**src/rtl/ser_tx_pkg.sv**
```systemverilog
package ser_tx_pkg;
  typedef enum logic [2:0] {
    ST_IDLE,
    ST_START,
    ST_DATA,
    ST_PAR,
    ST_STOP
  } tx_state_e;

  typedef struct packed {
    logic [1:0] wlen;
    logic       stop_long;
    logic       par_en;
    logic       par_odd;
    logic       par_fix;
  } line_cfg_t;

  function automatic logic [3:0] wlen_bits(input logic [1:0] code);
    return 4'd5 + {2'b00, code};
  endfunction
endpackage

```
**src/rtl/tx_holding.sv**
```systemverilog
module tx_holding #(
  parameter int DW = 8
) (
  input  logic          clk_i,
  input  logic          rst_ni,
  input  logic          load_i,
  input  logic [DW-1:0] data_i,
  input  logic          take_i,
  output logic [DW-1:0] data_o,
  output logic          full_o
);
  logic          full_q;
  logic [DW-1:0] data_q;

  always_ff @(posedge clk_i or negedge rst_ni) begin
    if (!rst_ni) begin
      full_q <= 1'b0;
      data_q <= '0;
    end else begin
      if (load_i) begin
        full_q <= 1'b1;
        data_q <= data_i;
      end else if (take_i) begin
        full_q <= 1'b0;
      end
    end
  end

  assign data_o = data_q;
  assign full_o = full_q;

  p_load_fills_r8: assert property (@(posedge clk_i) disable iff (!rst_ni)
    load_i |=> full_q);
  p_take_drains_r8: assert property (@(posedge clk_i) disable iff (!rst_ni)
    (take_i && !load_i) |=> !full_q);
  p_take_needs_word_r8: assert property (@(posedge clk_i) disable iff (!rst_ni)
    take_i |-> full_q);
endmodule

```
**src/rtl/tx_parity.sv**
```systemverilog
module tx_parity #(
  parameter int DW = 8
) (
  input  logic [DW-1:0] data_i,
  input  logic [3:0]    nbits_i,
  input  logic          odd_i,
  input  logic          fix_i,
  output logic          par_o
);
  logic [DW-1:0] mask;

  for (genvar i = 0; i < DW; i++) begin : g_mask
    assign mask[i] = (4'(i) < nbits_i);
  end

  // even sense: bit equals XOR of data; odd sense inverts; fixed: level = sense
  assign par_o = fix_i ? odd_i : ((^(data_i & mask)) ^ odd_i);
endmodule

```
**src/rtl/tx_sequencer.sv**
```systemverilog
module tx_sequencer
  import ser_tx_pkg::*;
#(
  parameter int OSR = 16,
  parameter int DW  = 8
) (
  input  logic          clk_i,
  input  logic          rst_ni,
  input  logic          tick_i,
  input  logic          word_rdy_i,
  input  logic [DW-1:0] word_i,
  input  line_cfg_t     cfg_i,
  input  logic          par_i,
  output logic          take_o,
  output logic          line_o,
  output logic          idle_o
);
  localparam int TCW = $clog2(2 * OSR);
  localparam int BW  = $clog2(DW);
  localparam logic [TCW-1:0] BIT_END    = TCW'(OSR - 1);
  localparam logic [TCW-1:0] STOP1_END  = TCW'(OSR - 1);
  localparam logic [TCW-1:0] STOP15_END = TCW'(OSR + OSR / 2 - 1);
  localparam logic [TCW-1:0] STOP2_END  = TCW'(2 * OSR - 1);

  tx_state_e      state_q;
  logic [TCW-1:0] cnt_q;
  logic [BW-1:0]  bidx_q;
  logic [DW-1:0]  shreg_q;
  logic [3:0]     nbits_q;
  logic           par_en_q;
  logic           par_q;
  logic [TCW-1:0] stop_end_q;
  logic [TCW-1:0] stop_end_d;
  logic           stop_done;
  logic           bit_done;
  logic           last_data;

  assign bit_done  = tick_i && (cnt_q == BIT_END);
  assign stop_done = (state_q == ST_STOP) && tick_i && (cnt_q == stop_end_q);
  assign take_o    = word_rdy_i && ((state_q == ST_IDLE) || stop_done);
  assign last_data = ({1'b0, bidx_q} + 4'd1) == nbits_q;

  always_comb begin
    if (!cfg_i.stop_long)       stop_end_d = STOP1_END;
    else if (cfg_i.wlen == 2'd0) stop_end_d = STOP15_END;
    else                         stop_end_d = STOP2_END;
  end

  always_ff @(posedge clk_i or negedge rst_ni) begin
    if (!rst_ni) begin
      state_q    <= ST_IDLE;
      cnt_q      <= '0;
      bidx_q     <= '0;
      shreg_q    <= '0;
      nbits_q    <= 4'd5;
      par_en_q   <= 1'b0;
      par_q      <= 1'b0;
      stop_end_q <= STOP1_END;
    end else if (take_o) begin
      state_q    <= ST_START;
      cnt_q      <= '0;
      bidx_q     <= '0;
      shreg_q    <= word_i;
      nbits_q    <= wlen_bits(cfg_i.wlen);
      par_en_q   <= cfg_i.par_en;
      par_q      <= par_i;
      stop_end_q <= stop_end_d;
    end else if (tick_i) begin
      unique case (state_q)
        ST_IDLE: ;
        ST_START: begin
          if (bit_done) begin
            state_q <= ST_DATA;
            cnt_q   <= '0;
          end else cnt_q <= cnt_q + 1'b1;
        end
        ST_DATA: begin
          if (bit_done) begin
            cnt_q   <= '0;
            shreg_q <= shreg_q >> 1;
            if (last_data) state_q <= par_en_q ? ST_PAR : ST_STOP;
            else bidx_q <= bidx_q + 1'b1;
          end else cnt_q <= cnt_q + 1'b1;
        end
        ST_PAR: begin
          if (bit_done) begin
            state_q <= ST_STOP;
            cnt_q   <= '0;
          end else cnt_q <= cnt_q + 1'b1;
        end
        ST_STOP: begin
          if (cnt_q == stop_end_q) begin
            state_q <= ST_IDLE;
            cnt_q   <= '0;
          end else cnt_q <= cnt_q + 1'b1;
        end
        default: state_q <= ST_IDLE;
      endcase
    end
  end

  always_comb begin
    unique case (state_q)
      ST_START: line_o = 1'b0;
      ST_DATA:  line_o = shreg_q[0];
      ST_PAR:   line_o = par_q;
      default:  line_o = 1'b1;
    endcase
  end

  assign idle_o = (state_q == ST_IDLE);

  p_cnt_hold_r2: assert property (@(posedge clk_i) disable iff (!rst_ni)
    (!tick_i && !take_o) |=> ($stable(cnt_q) && $stable(state_q)));
  p_bidx_range_r2: assert property (@(posedge clk_i) disable iff (!rst_ni)
    (state_q == ST_DATA) |-> ({1'b0, bidx_q} < nbits_q));
  p_stop_window_r6: assert property (@(posedge clk_i) disable iff (!rst_ni)
    (state_q == ST_STOP) |-> (cnt_q <= stop_end_q));
  p_start_follows_take_r10: assert property (@(posedge clk_i) disable iff (!rst_ni)
    take_o |=> (state_q == ST_START && cnt_q == '0 && !line_o));
  p_par_only_enabled_r3: assert property (@(posedge clk_i) disable iff (!rst_ni)
    (state_q == ST_PAR) |-> par_en_q);
endmodule

```
**src/rtl/ser_frame_tx.sv**
```systemverilog
module ser_frame_tx
  import ser_tx_pkg::*;
#(
  parameter int OSR = 16
) (
  input  logic       clk_i,
  input  logic       rst_ni,
  input  logic       tick_i,
  input  logic [7:0] data_i,
  input  logic       load_i,
  input  logic [1:0] wlen_i,
  input  logic       stop_long_i,
  input  logic       par_en_i,
  input  logic       par_odd_i,
  input  logic       par_fix_i,
  input  logic       brk_i,
  output logic       txd_o,
  output logic       hold_empty_o,
  output logic       tx_empty_o
);
  localparam int DW = 8;

  line_cfg_t     cfg;
  logic [DW-1:0] hold_data;
  logic          hold_full;
  logic          take;
  logic          par_bit;
  logic          line;
  logic          idle;

  assign cfg = '{wlen: wlen_i, stop_long: stop_long_i, par_en: par_en_i,
                 par_odd: par_odd_i, par_fix: par_fix_i};

  tx_holding #(.DW(DW)) u_hold (
    .clk_i  (clk_i),
    .rst_ni (rst_ni),
    .load_i (load_i),
    .data_i (data_i),
    .take_i (take),
    .data_o (hold_data),
    .full_o (hold_full)
  );

  tx_parity #(.DW(DW)) u_par (
    .data_i  (hold_data),
    .nbits_i (wlen_bits(wlen_i)),
    .odd_i   (par_odd_i),
    .fix_i   (par_fix_i),
    .par_o   (par_bit)
  );

  tx_sequencer #(.OSR(OSR), .DW(DW)) u_seq (
    .clk_i      (clk_i),
    .rst_ni     (rst_ni),
    .tick_i     (tick_i),
    .word_rdy_i (hold_full),
    .word_i     (hold_data),
    .cfg_i      (cfg),
    .par_i      (par_bit),
    .take_o     (take),
    .line_o     (line),
    .idle_o     (idle)
  );

  assign txd_o        = line & ~brk_i;
  assign hold_empty_o = ~hold_full;
  assign tx_empty_o   = ~hold_full & idle;

  p_brk_low_r7: assert property (@(posedge clk_i) disable iff (!rst_ni)
    brk_i |-> !txd_o);
  p_empty_needs_hold_r9: assert property (@(posedge clk_i) disable iff (!rst_ni)
    tx_empty_o |-> hold_empty_o);
  p_idle_high_r1: assert property (@(posedge clk_i) disable iff (!rst_ni)
    (tx_empty_o && !brk_i) |-> txd_o);
endmodule

```
**config.mk**
```make
export PLATFORM = sky130hd
export DESIGN_NAME = ser_frame_tx
export DESIGN_NICKNAME = d
export VERILOG_FILES = /design/src/rtl/ser_tx_pkg.sv /design/src/rtl/tx_holding.sv /design/src/rtl/tx_parity.sv /design/src/rtl/tx_sequencer.sv /design/src/rtl/ser_frame_tx.sv
export SDC_FILE = /design/constraint.sdc
export NUM_CORES = 1
export LEC_CHECK = 0
export BUFFER_PORTS_ARGS = -buffer_cell sky130_fd_sc_hd__buf_2
export CORE_UTILIZATION = 30
export DETAILED_ROUTE_END_ITERATION = 12
export GPL_TIMING_DRIVEN = 0
export SETUP_SLACK_MARGIN = 0.2
export SYNTH_ARGS = -nofsm -noshare
export SYNTH_HDL_FRONTEND = slang
export SYNTH_SLANG_ARGS = --single-unit
```
**constraint.sdc**
```tcl
create_clock -name clk_i -period 1.9 [get_ports clk_i]
set_input_delay 0.19 -clock clk_i [delete_from_list [all_inputs] [get_ports clk_i]]
set_output_delay 0.19 -clock clk_i [all_outputs]
set_load 0.01 [all_outputs]
```
# --- Yosys cells after proc, flatten, opt, wreduce, memory -nomap -nowiden ---
# Cells that the tools add are included.
totals:
  register_bits: 39
  output_inout_bits: 3
  elab_cells: 89
op_classes:
  mux: 29
  magnitude_cmp: 8
  bitwise_logic: 6
  eq_ne: 14
  reduce_logical: 18
  n_addsub: 4
ops:
  columns: ["operator", "count"]
  rows:
  - ["two-way mux 3 bit", 13]
  - ["two-way mux 8 bit", 4]
  - ["two-way mux 5 bit", 5]
  - ["< comparator 3 x 4 -> 1 bit, first input constant", 4]
  - ["case mux 3 bit (5 select lines)", 1]
  - ["inequality test 3 x 2 -> 1 bit, second input constant", 4]
  - ["case mux 5 bit (2 select lines)", 1]
  - ["bitwise AND 8 bit", 1]
  - ["< comparator 1 x 4 -> 1 bit, first input constant", 2]
  - ["< comparator 2 x 4 -> 1 bit, first input constant", 2]
  - ["nonzero test 2 bit", 4]
  - ["XOR reduction 8 bit", 1]
  - ["AND reduction 7 bit", 1]
  - ["== test 3 x 2 -> 1 bit, second input constant", 2]
  - ["adder 5 x 1 -> 5 bit, second input constant", 1]
  - ["== test 5 x 4 -> 1 bit, second input constant", 1]
  - ["== test 5 bit", 1]
  - ["adder 3 x 1 -> 4 bit, second input constant", 1]
  - ["adder 3 x 2 -> 4 bit, first input constant", 1]
  - ["== test 4 bit", 1]
  - ["logical AND 1 bit", 4]
  - ["two-way mux 4 bit", 1]
  - ["inequality test 2 bit, second input constant", 2]
  - ["AND reduction 4 bit", 1]
  - ["16 further kinds", 20]

# --- Depth between registers and ports, before layout ---
depth:
  depth_word: 7
  mapped_depth: 9
  mapped_depth_nobuf: 8

# --- Hierarchy ---
# Synthesis repeated with hierarchy kept, for this count alone.
unflattened:
  hier_cells: 205
  area_unflattened_um2: 2252.2
modules_own_cells:
  columns: ["mod", "cells_each", "n_inst", "seq_area_each_um2", "area_each_um2"]
  rows:
  - ["tx_sequencer", 157, 1, 679.4, 1665.3]
  - ["tx_holding", 20, 1, 225.2, 369.1]
  - ["tx_parity", 21, 1, 0.0, 161.4]
  - ["ser_frame_tx", 7, 1, 0.0, 56.3]

# --- Worst setup path before layout ---
# OpenSTA, ideal clock, no wires.
synth_path:
  path_kind: "register to register"
  start: "register u_seq.bidx_q[0]"
  end: "register u_seq.state_q[1]"
  slack_ps: 22
  n_path_buf: 0
  setup_ps: 139
  t_arrival_ps: 1738
  stages_incl_launch_ff: 8
  cell_sequence: "dfrtp_1 ha_1 xor2_1 or3_1 a211oi_2 a21oi_1 a22oi_1 o22ai_1"
synth_via:
  elab_chain_len: 4
synth_rtl:
  columns: ["item", "line", "text"]
  rows:
  - ["start: declaration", "tx_sequencer.sv:27", "logic [BW-1:0] bidx_q;"]
  - ["start signal: assignment", "tx_sequencer.sv:82", "else bidx_q <= bidx_q + 1'b1;"]
  - ["adder 3 x 1 -> 4 bit", "tx_sequencer.sv:41", "assign last_data = ({1'b0, bidx_q} + 4'd1) == nbits_q;"]
  - ["== test 4 bit", "tx_sequencer.sv:41", null]
  - ["inequality test 3 x 2 -> 1 bit (no source line)", null, null]
  - ["AND reduction 7 bit (no source line)", null, null]
  - ["end signal: assignment", "tx_sequencer.sv:81", "if (last_data) state_q <= par_en_q ? ST_PAR : ST_STOP;"]
  - ["end: declaration", "tx_sequencer.sv:25", "tx_state_e state_q;"]
# Every way passes these cells.
# A chain may end at the register's enable or synchronous reset.

# --- Final worst setup path ---
# Same ends and word-level chain as after synthesis.

==> reports/results.md <==
Status
• **result of the run** finished with violations
• **failing checks** negative hold slack

Timing
• **worst-case hold slack** -0.002341 ns
• **time the final worst path needs with I/O delays and setup** 1.892 ns
• **Fmax** 0.5286 GHz
• **final worst-path setup slack** 0.008123 ns
• **worst max-slew margin expressed relative to the limit** 0.4528
• **number of max-slew violations in the final report** 0
• **final worst-path cycle share** 0.9957
• **RSZ-0062 raised after global routing** yes
• **hold violation count in the final report** 3
• **Finish-stage setup viols** 0
• **Least-Margin Pin Slew** 0.8208 ns
• **Worst Skew** 0.004968 ns

Setup path
• **WS Path Type** reg2reg
• **R2R Setup Slk** 0.008 ns
• **launch instance of the worst register-to-register path** u_seq.bidx_q[0]
• **required time reported for the critical path endpoint** 2.06 ns
• **FF-to-FF path depth** 8
• **Critical Path Sink Type** flip-flop
• **kind of start point of the critical path** flip-flop
• **FF-to-FF End** u_seq.state_q[1]
• **data arrival time at the worst-slack endpoint** 2.06 ns
• **largest fanout of any net on the critical path** 4

CTS
• **clock buffer depth** 2
• **H-Tree Depth** 2
• **clock insertion delay at the later pin of the skew report** 0.29 ns
• **CTS clock-pin slew for the worst setup and hold paths** 0.07 ns
• **clock sink count** 36
• **CTS tree** yes
• **root buf cell** clkbuf_8
• **number of CTS-inserted buffers** 5
• **hold buffers post-CTS** 0

Route
• **Iter 0 DRT Violations** 70
• **routed vias/inst** 4.960
• **Routed Antenna Nets** 0
• **Avg WL per Cell** 14.55 um
• **detailed-route DRC error count** 0
• **drt pass-1 iters** 4
• **final routed wirelength across all metal layers** 4.743 mm
• **total via count in the routed design** 1617

Synthesis
• **number of enable flip-flop cells after synthesis** 0
• **Post-Synth Adder-Cell Area** 0.03934
• **basic-gate share of the synthesized area counting and, or, nand and nor cells** 0.1620
• **compound-gate portion of the synthesized area** 0.1384
• **dominant combinational cell family by area after synthesis** simple AND/OR/NAND/NOR gates
• **library cells used by synthesis** 41
• **Primary FF master, synth** dfrtp_1
• **number of warning messages in the yosys log** 0
• **Mapped Avg Cell Area** 9.785 sq um
• **XOR/XNOR Fraction of Synth Area** 0.05967
• **Netlist Area Pre-Place** 1908 sq um
• **post-synthesis mux area share** 0.07869
• **number of flip-flops and latches in the synthesized netlist** 36
• **synthesized net count** 220
• **Synth Instances** 195
• **async set-or-reset flop fraction in the synthesized netlist** 1.000
• **sequential share of the synthesized area** 0.4741

Cells and area
• **layout cells sized above 1** 0.4900
• **Ant. Diodes** 0
• **final standard cell utilization of the core** 0.4693
• **most frequent standard cell in the layout excluding fill and tap cells** dfrtp_1
• **final instance area** 2828 sq um
• **relative area change from synthesis to final layout** 48.20%
• **commonest cells after routing, fill and taps aside** dfrtp_1 (31), nand2_1 (28), buf_2 (22)
• **final layout net count** 275

Global route
• **Remaining Overflow, GRT** 0
• **vias in the first global route** 1568
• **pin count of the biggest net entering global routing** 37
• **layer with the highest usage** met2
• **first-pass GRT wire length** 7.693 mm
• **GR Util met3** 0.03556
• **Global Route met2 Usage** 0.2554
• **all-layer global routing usage** 0.1555
• **GR met1 Demand/Resource** 0.1994
• **antenna violations before repair** 0

Placement
• **count of buffers inserted at the top-level ports** 19
• **GPL Wtd Cong** 0.7933
• **DP HPWL** 2.821 mm
• **cell area after placement** 2133 sq um
• **pre-CTS setup slack** -0.1507 ns

Floorplanning
• **number of placement rows** 28
• **width of the die** 81.75 um
• **IO Pins** 22
• **area of the core region** 6026 sq um
• **floorplan die height** 81.75 um
• **Die Area** 6683 sq um
• **starting utilization of the core area** 0.3167

Power
• **worst vdd rail ir drop** 553.1 uV
• **internal power** 2229 uW
• **clock network power share** 0.190
• **leakage power** 0.001239 uW
• **power density normalized to cell area** 1235 nW/um^2
• **switch share** 0.3619
• **sw power** 1264 uW
• **relative contribution of combinational cells to total power** 0.448
• **relative contribution of sequential cells to total power** 0.361

Flow run
• **count of maximum capacitance violations** 0

Worst hold path
• **worst hold-check path type** in2async

final cells by class:
class | count | area [sq um]
sequential | 36 | 907.1
timing repair buffer | 48 | 406.6
multi-input combinational | 141 | 1199
clock buffer | 6 | 72.57
inverter | 9 | 33.78
clock inverter | 2 | 35.03
fill | 564 | 3198
buffer | 9 | 80.08
tap | 75 | 93.84
power by group through the flow:
stage               Sequential (uW)  Clock, uW  Combinational, uW
floorplan                      1180          0                758
global placement               1220          0                926
detailed placement             1230          0                954
CTS                            1230        675               1410
global route                   1290        709               1720
finish                         1260        665               1570
cell usage after synthesis, types with 2 or more instances:
master / number / area share
mux2i_1: 6 / 0.031
nor2_1: 9 / 0.018
a22oi_1: 4 / 0.016
o21ai_1: 6 / 0.016
buf_2: 4 / 0.010
and3_1: 3 / 0.0098
dfstp_2: 3 / 0.041
a21oi_1: 9 / 0.024
xor2_1: 5 / 0.023
mux2_2: 8 / 0.047
a31oi_1: 3 / 0.0098
nand2_1: 36 / 0.071
buf_4: 2 / 0.0079
o21ai_0: 9 / 0.024
xnor2_1: 8 / 0.037
dfrtp_1: 33 / 0.43
or3_1: 4 / 0.013
nor4_1: 3 / 0.0098
inv_1: 8 / 0.016
clkbuf_1: 2 / 0.0039
nand3_1: 4 / 0.010
ha_1: 6 / 0.039
nand3b_1: 2 / 0.0079
per-layer routing:
layer	vias to the layer above	share of wire
met2	25	0.51
met4	0	0.013
met1	801	0.45
met5	-	0
li1	786	-
met3	5	0.027
through the flow:
| step | setup TNS, ns | hold WS [ns] | power (uW) | cells |
|---|---|---|---|---|
| after global routing | -0.1479 | 0.06239 | 3724 | 326 |
| final | 0 | -0.002341 | 3493 | 326 |
| after detailed placement | -0.7517 | 0.3335 | 2183 | 289 |
| after floorplan | 0 | -0.1056 | 1936 | 195 |
| after CTS | -0.05475 | 0.02862 | 3313 | 319 |
| after global placement | -0.5035 | 0.3381 | 2144 | 289 |
what timing repair did:
| item | 4_1_cts | 5_1_grt |
|---|---|---|
| resized for setup | 51 | 24 |
| gates cloned | 3 | 0 |
| buffers inserted | 19 | 7 |
| pin swaps | 18 | 18 |
| endpoints found under the setup margin | 27 | 30 |
how the worst max path moves through the flow:
stage,start,end,slack (ns)
CTS,u_seq.bidx_q[0],u_seq.state_q[1],-0.03
global route,u_seq.bidx_q[0],u_seq.state_q[1],-0.1
floorplan,u_seq.bidx_q[0],u_seq.state_q[1],0.08
finish,u_seq.bidx_q[0],u_seq.state_q[1],0.008
global placement,u_seq.bidx_q[0],u_seq.state_q[1],-0.13
detailed placement,u_seq.bidx_q[0],u_seq.state_q[1],-0.15
worst max-delay path, cell delays in order, from the launching register on:
cell and delay, ns:
dfrtp_2 0.43, ha_4 0.18, xor2_2 0.14, or3_4 0.35, a211oi_4 0.21, buf_6 0.15, a21oi_2 0.05, a22oi_1 0.17
o22ai_1 0.08
cells by family after synthesis:
| logic type | Yosys count |
|---|---|
| AOI/OAI and AO/OA | 41 |
| DFF | 36 |
| adders and majority gates | 6 |
| xor gates and xnor gates | 13 |
| muxes | 14 |
| buffers and inverters | 18 |
| and+or+nand+nor | 67 |
registers in the layout, summed over array words and instances (netlist names):
register	count
u_seq.cnt_q	5
u_seq.bidx_q	3
u_seq.shreg_q	8
u_seq.state_q	3
u_hold.data_o	8
u_hold.full_o	1
u_seq.par_q	1
u_seq.stop_end_q	2
u_seq.par_en_q	1
u_seq.nbits_q	4
No activity file was read; power rests on OpenSTA's default activity.
